--- config.mk ---
export PLATFORM = sky130hd
export DESIGN_NAME = ring_copy_engine
export DESIGN_NICKNAME = d
export VERILOG_FILES = /design/src/rtl/ring_copy_pkg.sv /design/src/rtl/ring_cfg_regs.sv /design/src/rtl/ring_copy_fsm.sv /design/src/rtl/ring_copy_engine.sv
export SDC_FILE = /design/constraint.sdc
export NUM_CORES = 1
export LEC_CHECK = 0
export BUFFER_PORTS_ARGS = -buffer_cell sky130_fd_sc_hd__buf_2
export CAP_MARGIN = 15
export CORE_ASPECT_RATIO = 2
export CORE_MARGIN = 2
export CORE_UTILIZATION = 55
export DETAILED_ROUTE_END_ITERATION = 6
export MAX_ROUTING_LAYER = met4
export PLACE_DENSITY = 0.77
export SLEW_MARGIN = 30
export SYNTH_ARGS = -nofsm -noshare
export SYNTH_HDL_FRONTEND = slang
export SYNTH_SLANG_ARGS = --single-unit
--- constraint.sdc ---
create_clock -name clk -period 10.2 [get_ports clk]
set_clock_uncertainty 0.15 [all_clocks]
set_input_delay 0.51 -clock clk [delete_from_list [all_inputs] [get_ports clk]]
set_output_delay 0.51 -clock clk [all_outputs]
set_load 0.005 [all_outputs]
--- src/rtl/ring_copy_pkg.sv ---
package ring_copy_pkg;

    typedef enum logic [2:0] {
        ST_IDLE,
        ST_SRC_PTR,
        ST_SRC_LEN,
        ST_DST_PTR,
        ST_DST_FLAG,
        ST_MOVE_RD,
        ST_MOVE_WR,
        ST_MARK
    } eng_state_e;

    localparam logic [11:0] OFF_SRC_RING = 12'h000;
    localparam logic [11:0] OFF_DST_RING = 12'h100;
    localparam logic [3:0]  BANK_BASE    = 4'h0;
    localparam logic [3:0]  BANK_COUNT   = 4'h4;
    localparam logic [3:0]  BANK_SWIDX   = 4'h8;
    localparam logic [3:0]  BANK_HWIDX   = 4'hC;
    localparam logic [11:0] OFF_CTRL     = 12'h204;
    localparam logic [11:0] OFF_CLEAR    = 12'h208;

    localparam int LEN_W  = 14;
    localparam int WORD_W = LEN_W - 2;

endpackage

--- src/rtl/ring_cfg_regs.sv ---
module ring_cfg_regs
    import ring_copy_pkg::*;
#(
    parameter int IDX_W = 12
) (
    input  logic             clk,
    input  logic             rst_n,
    input  logic             wr_en,
    input  logic [11:0]      addr,
    input  logic [31:0]      wdata,
    input  logic [IDX_W-1:0] src_hw_idx,
    input  logic [IDX_W-1:0] dst_hw_idx,
    input  logic             src_busy,
    input  logic             dst_busy,
    output logic [31:0]      src_base,
    output logic [31:0]      dst_base,
    output logic [IDX_W-1:0] idx_mask,
    output logic [IDX_W-1:0] src_sw_idx,
    output logic [IDX_W-1:0] dst_sw_idx,
    output logic             src_en,
    output logic             dst_en,
    output logic             src_clr,
    output logic             dst_clr,
    output logic [31:0]      rdata
);

    localparam int CNT_PAD = 32 - IDX_W - 1;
    localparam int IDX_PAD = 32 - IDX_W;

    logic [1:0][31:0] bank_rd;
    logic [1:0]       bank_hit;
    logic             src_en_q;
    logic             dst_en_q;

    for (genvar g = 0; g < 2; g++) begin : g_bank
        localparam logic [11:0] ORG = (g == 0) ? OFF_SRC_RING : OFF_DST_RING;

        logic [31:0]      base_q;
        logic [IDX_W:0]   cnt_q;
        logic [IDX_W-1:0] sw_q;
        logic [IDX_W-1:0] hw_idx;
        logic             hit;

        assign hw_idx = (g == 0) ? src_hw_idx : dst_hw_idx;
        assign hit    = (addr[11:4] == ORG[11:4]);

        always_ff @(posedge clk) begin
            if (!rst_n) begin
                base_q <= '0;
                cnt_q  <= '0;
                sw_q   <= '0;
            end else if (wr_en && hit) begin
                if (addr[3:0] == BANK_BASE)  base_q <= wdata;
                if (addr[3:0] == BANK_COUNT) cnt_q  <= wdata[IDX_W:0];
                if (addr[3:0] == BANK_SWIDX) sw_q   <= wdata[IDX_W-1:0];
            end
        end

        always_comb begin
            bank_rd[g] = '0;
            case (addr[3:0])
                BANK_BASE:  bank_rd[g] = base_q;
                BANK_COUNT: bank_rd[g] = {{CNT_PAD{1'b0}}, cnt_q};
                BANK_SWIDX: bank_rd[g] = {{IDX_PAD{1'b0}}, sw_q};
                BANK_HWIDX: bank_rd[g] = {{IDX_PAD{1'b0}}, hw_idx};
                default:    bank_rd[g] = '0;
            endcase
        end

        assign bank_hit[g] = hit;
    end

    always_ff @(posedge clk) begin
        if (!rst_n) begin
            src_en_q <= 1'b0;
            dst_en_q <= 1'b0;
        end else if (wr_en && addr == OFF_CTRL) begin
            src_en_q <= wdata[0];
            dst_en_q <= wdata[2];
        end
    end

    assign src_base   = g_bank[0].base_q;
    assign dst_base   = g_bank[1].base_q;
    assign src_sw_idx = g_bank[0].sw_q;
    assign dst_sw_idx = g_bank[1].sw_q;
    assign idx_mask   = g_bank[0].cnt_q[IDX_W-1:0] - 1'b1;
    assign src_en     = src_en_q;
    assign dst_en     = dst_en_q;
    assign src_clr    = wr_en && (addr == OFF_CLEAR) && wdata[0];
    assign dst_clr    = wr_en && (addr == OFF_CLEAR) && wdata[16];

    always_comb begin
        rdata = '0;
        if (bank_hit[0]) begin
            rdata = bank_rd[0];
        end else if (bank_hit[1]) begin
            rdata = bank_rd[1];
        end else if (addr == OFF_CTRL) begin
            rdata = {28'h0, dst_busy, dst_en_q, src_busy, src_en_q};
        end
    end

endmodule

--- src/rtl/ring_copy_fsm.sv ---
module ring_copy_fsm
    import ring_copy_pkg::*;
#(
    parameter int IDX_W    = 12,
    parameter int DONE_BIT = 31,
    parameter int MAX_LEN  = 16'h3F80
) (
    input  logic             clk,
    input  logic             rst_n,
    input  logic [31:0]      src_base,
    input  logic [31:0]      dst_base,
    input  logic [IDX_W-1:0] idx_mask,
    input  logic [IDX_W-1:0] src_sw_idx,
    input  logic [IDX_W-1:0] dst_sw_idx,
    input  logic             src_en,
    input  logic             dst_en,
    input  logic             src_clr,
    input  logic             dst_clr,
    input  logic             mem_ack,
    input  logic [31:0]      mem_rdata,
    output logic             mem_req,
    output logic             mem_we,
    output logic [31:0]      mem_addr,
    output logic [31:0]      mem_wdata,
    output logic [IDX_W-1:0] src_hw_idx,
    output logic [IDX_W-1:0] dst_hw_idx,
    output logic             src_busy,
    output logic             dst_busy
);

    localparam int          SLOT_PAD  = 32 - IDX_W - 4;
    localparam logic [LEN_W-1:0] LEN_CAP = LEN_W'(MAX_LEN);
    localparam logic [31:0] DONE_MASK = 32'h1 << DONE_BIT;

    eng_state_e       state_q, state_d;
    logic [31:0]      src_ptr_q;
    logic [31:0]      dst_ptr_q;
    logic [31:0]      data_q;
    logic [LEN_W-1:0] len_q;
    logic [WORD_W-1:0] words_q;
    logic [IDX_W-1:0] src_idx_q;
    logic [IDX_W-1:0] dst_idx_q;

    logic [31:0]      slot_off;
    logic [31:0]      src_desc;
    logic [31:0]      dst_desc;
    logic [LEN_W-1:0] len_raw;
    logic [LEN_W-1:0] len_lim;
    logic             go;

    assign slot_off = {{SLOT_PAD{1'b0}}, src_idx_q, 4'h0};
    assign src_desc = src_base + slot_off;
    assign dst_desc = dst_base + slot_off;
    assign len_raw  = mem_rdata[29:16];
    assign len_lim  = (len_raw > LEN_CAP) ? LEN_CAP : len_raw;
    assign go       = src_en && dst_en
                   && (src_idx_q != src_sw_idx)
                   && (src_idx_q != dst_sw_idx);

    // state register
    always_ff @(posedge clk) begin
        if (!rst_n) state_q <= ST_IDLE;
        else        state_q <= state_d;
    end

    // transitions
    always_comb begin
        state_d = state_q;
        unique case (state_q)
            ST_IDLE:     if (go) state_d = ST_SRC_PTR;
            ST_SRC_PTR:  if (mem_ack) state_d = ST_SRC_LEN;
            ST_SRC_LEN:  if (mem_ack) state_d = ST_DST_PTR;
            ST_DST_PTR:  if (mem_ack) state_d = ST_DST_FLAG;
            ST_DST_FLAG: begin
                if (mem_ack) begin
                    if (mem_rdata[DONE_BIT])  state_d = ST_IDLE;
                    else if (words_q == '0)   state_d = ST_MARK;
                    else                      state_d = ST_MOVE_RD;
                end
            end
            ST_MOVE_RD:  if (mem_ack) state_d = ST_MOVE_WR;
            ST_MOVE_WR: begin
                if (mem_ack) begin
                    if (words_q == WORD_W'(1)) state_d = ST_MARK;
                    else                       state_d = ST_MOVE_RD;
                end
            end
            ST_MARK:     if (mem_ack) state_d = ST_IDLE;
        endcase
    end

    // outputs
    always_comb begin
        mem_req   = 1'b1;
        mem_we    = 1'b0;
        mem_addr  = '0;
        mem_wdata = '0;
        unique case (state_q)
            ST_IDLE:     mem_req  = 1'b0;
            ST_SRC_PTR:  mem_addr = src_desc;
            ST_SRC_LEN:  mem_addr = src_desc + 32'd4;
            ST_DST_PTR:  mem_addr = dst_desc;
            ST_DST_FLAG: mem_addr = dst_desc + 32'd4;
            ST_MOVE_RD:  mem_addr = src_ptr_q;
            ST_MOVE_WR: begin
                mem_we    = 1'b1;
                mem_addr  = dst_ptr_q;
                mem_wdata = data_q;
            end
            ST_MARK: begin
                mem_we    = 1'b1;
                mem_addr  = dst_desc + 32'd4;
                mem_wdata = DONE_MASK | {2'b00, len_q, 16'h0000};
            end
        endcase
        src_busy = (state_q != ST_IDLE);
        dst_busy = (state_q != ST_IDLE) && (state_q != ST_SRC_PTR)
                && (state_q != ST_SRC_LEN);
    end

    // datapath and indices
    always_ff @(posedge clk) begin
        if (!rst_n) begin
            src_ptr_q <= '0;
            dst_ptr_q <= '0;
            data_q    <= '0;
            len_q     <= '0;
            words_q   <= '0;
            src_idx_q <= '0;
            dst_idx_q <= '0;
        end else begin
            if (mem_ack) begin
                unique case (state_q)
                    ST_SRC_PTR: src_ptr_q <= mem_rdata;
                    ST_SRC_LEN: begin
                        len_q   <= len_lim;
                        words_q <= len_lim[LEN_W-1:2];
                    end
                    ST_DST_PTR: dst_ptr_q <= mem_rdata;
                    ST_MOVE_RD: data_q    <= mem_rdata;
                    ST_MOVE_WR: begin
                        src_ptr_q <= src_ptr_q + 32'd4;
                        dst_ptr_q <= dst_ptr_q + 32'd4;
                        words_q   <= words_q - 1'b1;
                    end
                    ST_MARK: begin
                        src_idx_q <= (src_idx_q + 1'b1) & idx_mask;
                        dst_idx_q <= (dst_idx_q + 1'b1) & idx_mask;
                    end
                    default: ;
                endcase
            end
            if (src_clr) src_idx_q <= '0;
            if (dst_clr) dst_idx_q <= '0;
        end
    end

    assign src_hw_idx = src_idx_q;
    assign dst_hw_idx = dst_idx_q;

endmodule

--- src/rtl/ring_copy_engine.sv ---
module ring_copy_engine #(
    parameter int IDX_W   = 12,
    parameter bit DONE_HI = 1'b1,
    parameter int MAX_LEN = 16'h3F80
) (
    input  logic        clk,
    input  logic        rst_n,
    input  logic        reg_wr_en,
    input  logic [11:0] reg_addr,
    input  logic [31:0] reg_wdata,
    output logic [31:0] reg_rdata,
    output logic        mem_req,
    output logic        mem_we,
    output logic [31:0] mem_addr,
    output logic [31:0] mem_wdata,
    input  logic        mem_ack,
    input  logic [31:0] mem_rdata
);

    localparam int DONE_BIT = DONE_HI ? 31 : 15;

    logic [31:0]      src_base_w;
    logic [31:0]      dst_base_w;
    logic [IDX_W-1:0] idx_mask_w;
    logic [IDX_W-1:0] src_sw_idx_w;
    logic [IDX_W-1:0] dst_sw_idx_w;
    logic [IDX_W-1:0] src_hw_idx_w;
    logic [IDX_W-1:0] dst_hw_idx_w;
    logic             src_en_w;
    logic             dst_en_w;
    logic             src_clr_w;
    logic             dst_clr_w;
    logic             src_busy_w;
    logic             dst_busy_w;

    ring_cfg_regs #(.IDX_W(IDX_W)) u_regs (
        .clk        (clk),
        .rst_n      (rst_n),
        .wr_en      (reg_wr_en),
        .addr       (reg_addr),
        .wdata      (reg_wdata),
        .src_hw_idx (src_hw_idx_w),
        .dst_hw_idx (dst_hw_idx_w),
        .src_busy   (src_busy_w),
        .dst_busy   (dst_busy_w),
        .src_base   (src_base_w),
        .dst_base   (dst_base_w),
        .idx_mask   (idx_mask_w),
        .src_sw_idx (src_sw_idx_w),
        .dst_sw_idx (dst_sw_idx_w),
        .src_en     (src_en_w),
        .dst_en     (dst_en_w),
        .src_clr    (src_clr_w),
        .dst_clr    (dst_clr_w),
        .rdata      (reg_rdata)
    );

    ring_copy_fsm #(
        .IDX_W    (IDX_W),
        .DONE_BIT (DONE_BIT),
        .MAX_LEN  (MAX_LEN)
    ) u_fsm (
        .clk        (clk),
        .rst_n      (rst_n),
        .src_base   (src_base_w),
        .dst_base   (dst_base_w),
        .idx_mask   (idx_mask_w),
        .src_sw_idx (src_sw_idx_w),
        .dst_sw_idx (dst_sw_idx_w),
        .src_en     (src_en_w),
        .dst_en     (dst_en_w),
        .src_clr    (src_clr_w),
        .dst_clr    (dst_clr_w),
        .mem_ack    (mem_ack),
        .mem_rdata  (mem_rdata),
        .mem_req    (mem_req),
        .mem_we     (mem_we),
        .mem_addr   (mem_addr),
        .mem_wdata  (mem_wdata),
        .src_hw_idx (src_hw_idx_w),
        .dst_hw_idx (dst_hw_idx_w),
        .src_busy   (src_busy_w),
        .dst_busy   (dst_busy_w)
    );

endmodule

### After elaboration in Yosys (flattened, before gate mapping)

Index checks and enable logic that the tools add are counted.

| storage, ports and cells | value |
|---|---|
| bits in registers | 265 |
| input bits | 80 |
| output and inout port bits | 98 |
| logic and storage cells | 117 |

| operators by class | value |
|---|---|
| $add $sub $neg | 10 |
| order comparisons | 1 |
| equal/unequal tests | 26 |
| multiplexer cells | 25 |
| bitwise operators | 3 |
| reduce and logical (&&, ||, !) cells | 36 |

Operators by type and width:

| cell | number |
|---|---|
| 32-bit case mux with 4 select lines | 2 |
| 32-bit case mux with 2 select lines | 3 |
| 32-bit case mux with 6 select lines | 1 |
| 32-bit by 3-bit adder with 32-bit output (second input constant) | 4 |
| 32-bit by 16-bit adder with 32-bit output | 2 |
| 32-bit two-way mux | 2 |
| 3-bit two-way mux | 9 |
| 12-bit by 1-bit adder with 12-bit output (second input constant) | 2 |
| 12-bit bitwise AND | 2 |
| 12-bit by 10-bit == test with 1-bit output (second input constant) | 2 |
| 12-bit inequality test | 2 |
| 12-bit case mux with 2 select lines | 1 |
| 3-bit case mux with 8 select lines | 1 |
| 2-bit AND reduction | 12 |
| 12-bit by 1-bit subtractor with 12-bit output (second input constant) | 2 |
| 14-bit greater-than comparator (second input constant) | 1 |
| 14-bit two-way mux | 1 |
| 2-bit inequality test (second input constant) | 7 |
| 12-bit by 1-bit == test with 1-bit output (second input constant) | 1 |
| 3-bit == test (second input constant) | 4 |
| 12-bit logical NOT | 1 |
| 1-bit logical AND | 11 |
| 4-bit == test (second input constant) | 2 |
| 8-bit by 5-bit == test with 1-bit output (second input constant) | 1 |
| other kinds (17) | 25 |

### Depth between registers and ports, before layout

Gate-level depths: netlist of run 1.

| logic depth | value |
|---|---|
| depth in word-level cells | 6 |
| gate-level depth with buffers | 17 |
| mapped depth without buffers | 12 |

### Cells and area by module

A second synthesis of run 1 with hierarchy kept.

| unflattened totals | value |
|---|---|
| cell total of the unflattened synthesis | 2324 |
| area total of the unflattened synthesis | 17430.5 sq um |

Modules (own cells, without submodules):

| module | instances | cells an instance | area each (sq um) | sequential area each (sq um) |
|---|---|---|---|---|
| ring_copy_fsm | 1 | 1729 | 12254.3 | 2982.9 |
| ring_cfg_regs | 1 | 595 | 5176.2 | 2322.2 |

### Least setup slack after synthesis of run 1

No wires, ideal clock.

| path | value |
|---|---|
| kind | reg-to-output |
| start point | register u_fsm.src_idx_q[0], in the netlist u_fsm.src_hw_idx[0] |
| end point | output port mem_addr[31] |
| data arrival time | 3.537 ns |
| data required time | 9.540 ns |
| slack | 6.003 ns |
| cell stages (with the launch flop) | 13 |
| path buffers | 0 |
| path through | dfxtp_1 > ha_1 > fa_1 > a21o_1 > a221o_1 > a21oi_2 > mux2i_1 > nor2_1 > o32ai_1 > nand3b_1 > or4_1 > or4_1 > nand3_1 |

| on the way | value |
|---|---|
| cells in the longest elaborated chain, start to end | 3 |
| elaborated cells between the ends (all ways) | 5 |
| classes of those cells | 4 x add/sub; 1 x mux |

RTL lines:

| item | RTL line | text |
|---|---|---|
| from (decl) | ring_copy_fsm.sv:41 | `logic [IDX_W-1:0] src_idx_q;` |
| from (signal assigned) | ring_copy_fsm.sv:147 | `src_idx_q <= (src_idx_q + 1'b1) & idx_mask;` |
| 32-bit by 16-bit adder with 32-bit output (on tied branches) | ring_copy_fsm.sv:53, ring_copy_fsm.sv:52 |  |
| 32-bit by 3-bit adder with 32-bit output (on tied branches) | ring_copy_fsm.sv:103, ring_copy_fsm.sv:112, ring_copy_fsm.sv:101 |  |
| 32-bit case mux with 6 select lines * | ring_copy_fsm.sv:98 | `unique case (state_q)` |
| to (decl) | ring_copy_engine.sv:14 | `output logic [31:0] mem_addr,` |

Mark *: on every way between the ends. The rest lies on a longest branch, timed or not.

### Worst setup path in the final report of run 1

| path | value |
|---|---|
| start point | register u_fsm.src_idx_q[0], in the netlist u_fsm.src_hw_idx[0] |
| end point | output port mem_addr[20] |

The elaborated chain is that of the path after synthesis.

==> results of run 1 <==
[metal layers]
layer | vias up | routed length, um | track usage (%)
met3 | 315 | 4910 | 6.28
li1 | 8850 | - | -
met1 | 8970 | 23300 | 41.9
met4 | 0 | 6440 | 30.3
met2 | 1011 | 32300 | 66.0
met5 | - | 0 | -
[synth_stat cells, types with 7 or more instances]
library cell	n	area share [%]
nand2_1	483	10
a21oi_1	287	8.2
dfxtp_1	265	30
nor2_1	193	4.1
clkbuf_1	153	3.3
o21ai_0	122	3.5
nand3_1	80	2.3
and3_1	64	2.3
nor3_1	61	1.7
xor2_1	61	3.1
xnor2_1	60	3.0
mux2i_1	50	2.9
a22o_1	39	2.0
nand4_1	33	1.2
ha_1	32	2.3
a22oi_1	31	1.3
a221oi_1	30	1.5
a211oi_1	24	1.0
nor4_1	23	0.82
and2_1	22	0.79
o211ai_1	20	0.86
inv_1	19	0.41
o22ai_1	18	0.64
buf_2	16	0.46
a222oi_1	15	0.86
nand2b_1	15	0.54
o31ai_1	13	0.56
a31oi_1	12	0.43
nor2b_1	12	0.43
a21o_1	11	0.47
buf_1	10	0.21
mux2_2	10	0.64
and4_1	9	0.45
nand3b_1	8	0.34
nor3b_1	8	0.34
o21ai_1	8	0.23
o221ai_1	8	0.40
or3_1	8	0.29
or4_1	8	0.34
o21a_1	7	0.30
[worst reg2reg max path, delay by kind of cell (launching register included)]
kind / cells / cell delay, ps
xor gates and xnor gates: 1 / 170
and+or+nand+nor: 6 / 2310
buffers and inverters: 1 / 560
DFF: 1 / 730
[layout make-up]
cell class,count,area (um^2)
fillers,2960,12000
multi-input cells,1968,11500
flip-flops and latches,265,5310
repair buffers,200,1090
clock buffers,30,686
well taps,423,529
clock inverters,17,245
inverters,20,82.6
diodes,1,2.50
[metrics by stage]
stage / worst slack [ps] / instances / hold slack [ps] / instance area (um^2) / power, mW
final: 4490 / 2924 / 39.8 / 19400 / 2.20
after global routing: 4360 / 2924 / 49.4 / 19400 / 2.25
after CTS: 4590 / 2922 / 31.2 / 19400 / 2.20
after detailed placement: 5220 / 2875 / 295 / 18400 / 1.14
after global placement: 5230 / 2875 / 286 / 18400 / 1.14
after floorplan: 6000 / 2435 / 282 / 17500 / 1.09
[sequential cells by signal (all words and copies together) (netlist names)]
name,cells
u_regs.src_base,32
u_regs.src_en,1
u_fsm.dst_ptr_q,32
u_fsm.src_ptr_q,32
u_fsm.words_q,12
u_regs.dst_sw_idx,12
u_regs.g_bank.cnt_q,26
u_fsm.dst_hw_idx,12
u_regs.dst_en,1
u_fsm.len_q,14
u_regs.src_sw_idx,12
u_fsm.data_q,32
u_fsm.state_q,3
u_fsm.src_hw_idx,12
u_regs.dst_base,32
[logic make-up (layout without fill, tap and decap cells)]
logic type,after synthesis,in the layout,share of synthesized area (%)
simple gates,1047,1047,27.3
compound gates,705,705,25.7
flops,265,265,30.3
buf+inv,202,267,4.51
xor+xnor,122,122,6.15
mux,60,60,3.50
fa+ha+maj,34,34,2.52
other cells,0,1,0
[power groups by stage]
stage               registers [mW]  clock network, mW  logic [mW]
floorplan                     1.06                  0      0.0333
finish                        1.03               1.08      0.0881
CTS                           1.03               1.08      0.0817
detailed placement            1.06                  0      0.0813
global route                  1.03               1.12      0.0907
global placement              1.06                  0      0.0810
[worst paths after layout]
check / from / end / slack [ps]
worst max-delay path: u_fsm.src_hw_idx[0]$_SDFFE_PP0P_ / mem_addr[20] / 4490
worst min register to register: u_fsm.data_q[7]$_SDFFE_PN0P_ / u_fsm.data_q[7]$_SDFFE_PN0P_ / 300
worst max register to register: u_fsm.state_q[2]$_SDFFE_PN0P_ / u_fsm.dst_hw_idx[11]$_SDFFE_PP0P_ / 6190
worst min-delay path: reg_wdata[14] / u_regs.src_base[14]$_SDFFE_PN0P_ / 40
==> metrics.sh, run 1 <==
STATUS='complete, no violations'
VIAS=19100
DIE_HEIGHT_UM=256
DESIGN.PORTCOUNT=178
AVGVIACOUNTPERCELL=6.55
MOST_COMMON_CELL_AFTER_LAYOUT_FILL_AND_TAPS_ASIDE='nand2_1'
CLOCK-SINKS=265
DRT_PASS1_ITERATIONS=6
TOTALWIRELENGTH_UM=66900
CRITICAL_PATH.CELL_CHAIN='ha_1 -> fa_1 -> a21o_1 -> a221oi_2 -> o211ai_1 -> nor2_2 -> xor2_1 -> mux2_2 -> nor4_2 -> nand2_1 -> xnor2_1 -> o221ai_1 -> buf_2'
FINAL.PERIOD_UTILIZATION_PCT=56.0
CTS_TREE='built'
SLOWEST_CELL_ON_THE_CRITICAL_PATH='nor4_2'
CLOCK_PATH_BUFFERS=3
MOSTFREQUENTLAYOUTCELLS='nand2_1, a21oi_1, dfxtp_1'
SHARE_CLK_OF_TOTAL_POWER_PCT=49.1
MAX-VDD-IR-DROP_V=0.000155
CRITPATHCAPTURETYPE='output port'
TIMING.FMAX_GHz=0.175
POST_SYNTH_NUM_CELL_TYPES=87
SYNTH.FF_LATCH_COUNT=265
GRT_START_MAX_NET_PINS=138
TIMING.REG2REG.WORST_PATH_DEPTH=8
PLACE.GP.CONGESTION=1.00
YOSYS_MOST_USED_DFF='dfxtp_1'
AREA_GROWTH_PCT=11.1
CRIT_ARRIVAL_PS=5050
TIMING.CRITICAL_PATH.FROM_TYPE='flip-flop'
POST_SYNTH_ARST_SHARE_PCT=0
CORE-AREA_UM2=31400
SYNTH-EDFF-COUNT=0
SLEW_VIOLATIONS=0
CP.DEPTH=13
CLOCK_SLEW_AT_THE_REGISTER_CLOCK_PINS_OF_THE_WORST_SETUP_AND_HOLD_PATHS_PS=70
ROWS=92
P_LEAK_nW=7.00
FINAL_PERIOD_MINUS_WORST_SETUP_SLACK_PS=5710
POWER_FRAC_SEQ_PCT=46.9
PORTBUFFERS=177
UNREPAIRED_SETUP_ENDPOINTS_AFTER_GLOBAL_ROUTING='false'
TIMING.HOLD.WORST_PATH_DEPTH=3
WORST_MAX_SLEW_PIN_SLEW_PS=1040
WORSTPATHREQUIRED_PS=9540
PLACE_HPWL_UM=49000
POST_CTS_BUFFERS=0
HTREE_LEVELS=1
CTS_MADE_BUFFERS=26
YS.WARNINGS.COUNT=0
INITIAL_UTILIZATION_PCT=55.7
CTSRESIZECOUNT=0
NUMBER_OF_HOLD_BUFFERS_ADDED_AFTER_CTS=0
FINAL_HOLD_FAILS=0
SYN-MEAN-INSTANCE-AREA_UM2=7.19
DRTITER0DRC=1811
CTS_ROOT_BUF='clkbuf_16'
CLOCK_LATENCY_PS=580
ROUTE.DETAILED.DRC=0
POSTSYNTHNETCOUNT=2549
WORST_HOLD_PATH_TYPE='in2reg'
GRT_OVERFLOW=0
SEQUENTIAL_SHARE_OF_THE_SYNTHESIZED_AREA_PCT=30.3
PWR-SHARE-COMB_PCT=4.0
CRITPATHTOPFAMILY='compound AO/OA/AOI/OAI gates'
POSTSYNTHCELLCOUNT=2435
GLOBAL_ROUTE_WIRE_LENGTH_BEFORE_REPAIR_UM=101000
FINAL_LAYOUT_SIZE_SUFFIX_GT1_SHARE_PCT=12.4
CRITPATHKIND='reg2out'
NUMBER_OF_GLOBAL_ROUTE_VIAS_BEFORE_REPAIR=18000
CRIT_FANOUT=9
POST-ROUTE-UTIL_PCT=61.9
FIN_SETUP_TNS_PS=0
INTERNAL-POWER_mW=1.67
TIMING.SLEW.HEADROOM_PCT=30.8
NET-SWITCHING-POWER_uW=534
TRACK_USAGE_PCT=40.0
DIE_AREA_UM2=33300
NNETSFINAL=2595
INITIAL_ANTENNA_VIOLATION_COUNT=1
FINAL_ANTENNA_NET_COUNT=0
SW_RATIO_PCT=24.2
CRIT_PATH_MAX_INCR_DELAY_PS=680
PATH_BUF_INV=1
P_PER_AREA_nW_PER_UM2=113
TIMING.MAX_CAP.VIOLATIONS=0
FINALSETUPVIOLATIONS=0
ROUTE.DETAILED.WL_PER_INST_UM=22.9
DIEWIDTH_UM=130
SYN_AREA_UM2=17500
Power figures use the tool's default switching activity.
==> run 2: changes to the inputs <==
--- a/config.mk
+++ b/config.mk
@@ -5,6 +5,7 @@
 export SDC_FILE = /design/constraint.sdc
 export NUM_CORES = 1
 export LEC_CHECK = 0
+export ABC_AREA = 1
 export BUFFER_PORTS_ARGS = -buffer_cell sky130_fd_sc_hd__buf_2
 export CAP_MARGIN = 15
 export CORE_ASPECT_RATIO = 2
@@ -12,7 +13,7 @@
 export CORE_UTILIZATION = 55
 export DETAILED_ROUTE_END_ITERATION = 6
 export MAX_ROUTING_LAYER = met4
-export PLACE_DENSITY = 0.77
+export PLACE_DENSITY = 0.8
 export SLEW_MARGIN = 30
 export SYNTH_ARGS = -nofsm -noshare
 export SYNTH_HDL_FRONTEND = slang
==> constraint.sdc (replaced) <==
create_clock -name clk -period 4.9 [get_ports clk]
set_clock_uncertainty 0.15 [all_clocks]
set_input_delay 0.245 -clock clk [delete_from_list [all_inputs] [get_ports clk]]
set_output_delay 0.245 -clock clk [all_outputs]
set_load 0.005 [all_outputs]
==> run 2 against run 1 <==
Compared with the run above:
- wire length is 11% higher
- hold slack better by 26 ps
- clock power is 100% higher
- synthesized cell count is 24% higher
- cell count is 24% higher
- critical path depth is 4 higher
- largest cell class unchanged
- sequential power is 110% higher
- register-to-register slack worse by 4600 ps
- sequential cell count stayed put
- setup slack worse by 4100 ps
- total power is 110% higher
- first-iteration DRC count is 9.2% higher
==> metrics.sh, run 2 <==
STATUS='complete, no violations'
SYN_AREA_UM2=18400
CLOCK-SINKS=265
FINAL_PERIOD_MINUS_WORST_SETUP_SLACK_PS=4520
GRT_OVERFLOW=0
PLACE_HPWL_UM=56100
DESIGN.PORTCOUNT=178
DP.CELLS=3521
NETLIST.TOP_CELL.BY_AREA='dfxtp_1'
SYNTH_TOP_CELL_AREA_SHARE_PCT=28.8
POST_SYNTH_ARST_SHARE_PCT=0
NUMBER_OF_HOLD_BUFFERS_ADDED_AFTER_CTS=68
SEQUENTIAL_SHARE_OF_THE_SYNTHESIZED_AREA_PCT=28.8
CRITPATHKIND='reg2out'
CTS_MADE_BUFFERS=25
GLOBAL_ROUTE_WIRE_LENGTH_BEFORE_REPAIR_UM=114000
CLOCK_LATENCY_PS=580
YOSYS_MOST_USED_DFF='dfxtp_1'
CLOCK_SLEW_AT_THE_REGISTER_CLOCK_PINS_OF_THE_WORST_SETUP_AND_HOLD_PATHS_PS=70
SYN-MEAN-INSTANCE-AREA_UM2=6.12
PORTBUFFERS=177
LAYOUT.CELLS.NON_FILLER=3635
SLEW_VIOLATIONS=0
TIMING.FMAX_GHz=0.221
MAX-VDD-IR-DROP_V=0.000303
POST-SYNTH-TOP-COUNT-CELL='nand2_1'
FINAL_HOLD_FAILS=0
STARTPOINT='u_fsm.state_q[2]$_SDFFE_PN0P_'
GRT_START_MAX_NET_PINS=82
TIMING.MAX_CAP.VIOLATIONS=0
CRIT_ARRIVAL_PS=4120
CTSRESIZECOUNT=0
MOST_COMMON_CELL_AFTER_LAYOUT_FILL_AND_TAPS_ASIDE='nand2_1'
CTS_ROOT_BUF='clkbuf_16'
VIAS=22100
NNETSFINAL=3298
SYNTH-EDFF-COUNT=0
FINAL.PERIOD_UTILIZATION_PCT=92.2
NUMBER_OF_GLOBAL_ROUTE_VIAS_BEFORE_REPAIR=21300
INITIAL_UTILIZATION_PCT=56.0
CRITPATHCAPTURETYPE='output port'
FINAL.FILL_COUNT=3082
UNREPAIRED_SETUP_ENDPOINTS_AFTER_GLOBAL_ROUTING='false'
HOLD_PATH.STARTPOINT='reg_addr[6]'
POST_CTS_BUFFERS=0
INITIAL_ANTENNA_VIOLATION_COUNT=0
POWER.TOTAL_mW=4.57
DIE_AREA_UM2=35100
LAYOUT_SETUP_WS_PS=381
CORE-AREA_UM2=32900
DRTITER0DRC=1978
AREA_GROWTH_PCT=14.8
P_LEAK_nW=9.25
CLOCK_PATH_BUFFERS=3
DIODES=0
DP_SLACK_PS=1120
TRACK_USAGE_PCT=42.4
PLACE.GP.CONGESTION=1.03
DIEWIDTH_UM=133
SYNTH.FF_LATCH_COUNT=265
CRIT_FANOUT=35
POSTSYNTHCELLCOUNT=3012
TIMING.CRITICAL_PATH.FROM_TYPE='flip-flop'
P_PER_AREA_nW_PER_UM2=216
ROUTE.DETAILED.WL_PER_INST_UM=20.4
POSTSYNTHNETCOUNT=3126
HTREE_LEVELS=1
ROWS=94
ROUTE.DETAILED.DRC=0
DRT_PASS1_ITERATIONS=7
FINAL_ANTENNA_NET_COUNT=0
CTS_TREE='built'
SYNTH.TOP_CELLS.BY_AREA='dfxtp_1, nand2_1, o21ai_0'
WORSTPATHREQUIRED_PS=4510
FINALSETUPVIOLATIONS=0
WORST_HOLD_PATH_TYPE='in2reg'
POST-ROUTE-UTIL_PCT=64.3
DIE_HEIGHT_UM=263
CRIT-REG2REG-LAUNCH='u_fsm.state_q[2]$_SDFFE_PN0P_'
FIN_SETUP_TNS_PS=0
YS.WARNINGS.COUNT=0
AVGVIACOUNTPERCELL=6.07
FINAL_LAYOUT_SIZE_SUFFIX_GT1_SHARE_PCT=9.33
POST_SYNTH_NUM_CELL_TYPES=59
TOTALWIRELENGTH_UM=74100
TIMING.SLEW.HEADROOM_PCT=31.7
SYNTH_TOP_CELLS_BY_COUNT='nand2_1, inv_1, o21ai_0, dfxtp_1, a21oi_1'
WORST_MAX_SLEW_PIN_SLEW_PS=1020
MOSTFREQUENTLAYOUTCELLS='nand2_1, inv_1, o21ai_0'
==> run 2: changes by cell type in the layout (fill, tap and decap cells not counted), moves of 18 or more <==
cell           previous run  this run
a22o_1                   39         5
o21ai_0                 120       322
a21oi_1                 287       239
dlygate4sd3_1             0        68
a22oi_1                  31         3
nand3_1                  79       236
mux2i_1                  50         0
nor2_1                  186       232
nand2_1                 481       759
and3_1                   62         0
a211oi_1                 24         6
xnor2_1                  60        22
a31oi_1                  12        41
inv_1                    19       381
==> run 2: final timing paths <==
kind / end / slack, ps / cells past startpoint
setup / recovery: mem_addr[24] / 380 / 17
setup reg to reg: u_fsm.src_hw_idx[11]$_SDFFE_PP0P_ / 1630 / 11
hold / removal: u_regs.dst_en$_SDFFE_PN0P_ / 70 / 6
hold reg to reg: u_fsm.data_q[19]$_SDFFE_PN0P_ / 300 / 2
==> run 2: routing by layer <==
metal	vias up	wire [um]	global-route usage, %
met4	0	8000	37.0
met1	10100	24900	41.9
met3	419	5110	4.92
met2	1216	36100	72.6
li1	10400	-	-
met5	-	0	-
==> run 2: final cells by class <==
type	count	area [um^2]	share of cell area, %
multi-input cells	2231	11200	52.9
flip-flops and latches	265	5310	25.1
well taps	432	541	2.55
inverters	392	1480	6.98
repair buffers	269	1750	8.27
clock buffers	33	706	3.33
clock inverters	13	196	0.928
==> run 2: kinds of logic after synthesis <==
| family | share of synthesized area (%) |
|---|---|
| buffers and inverters | 10.8 |
| adders and majority gates | 2.39 |
| and+or+nand+nor | 33.3 |
| AOI/OAI and AO/OA | 21.5 |
| DFF | 28.8 |
| xor gates and xnor gates | 3.28 |
==> run 2: per-stage QoR <==
step / hold slack [ps] / area [um^2]
finish: 65.4 / 21200
global route: 134 / 21200
CTS: 44.2 / 21200
detailed placement: 289 / 19600
global placement: 287 / 19600
floorplan: 237 / 18400
==> run 2: critical path, stage by stage (launching register included) <==
cell,delay (ps)
dfxtp_1,640
nand2_2,190
nand2_4,140
inv_6,120
o21ai_4,220
ha_1,350
nand3_1,180
nor2_2,140
nand3_2,110
nor2_1,180
nand3_1,90
nor2_1,140
nand4_1,230
nor2_1,330
nand3_1,140
nand3_1,100
nand2_1,70
buf_2,150
==> run 2: where the power goes <==
part / internal, mW / switching [mW]
sequential: 2.15 / 0.000242
combinational: 0.0811 / 0.148
clock: 1.24 / 0.956
total: 3.47 / 1.10
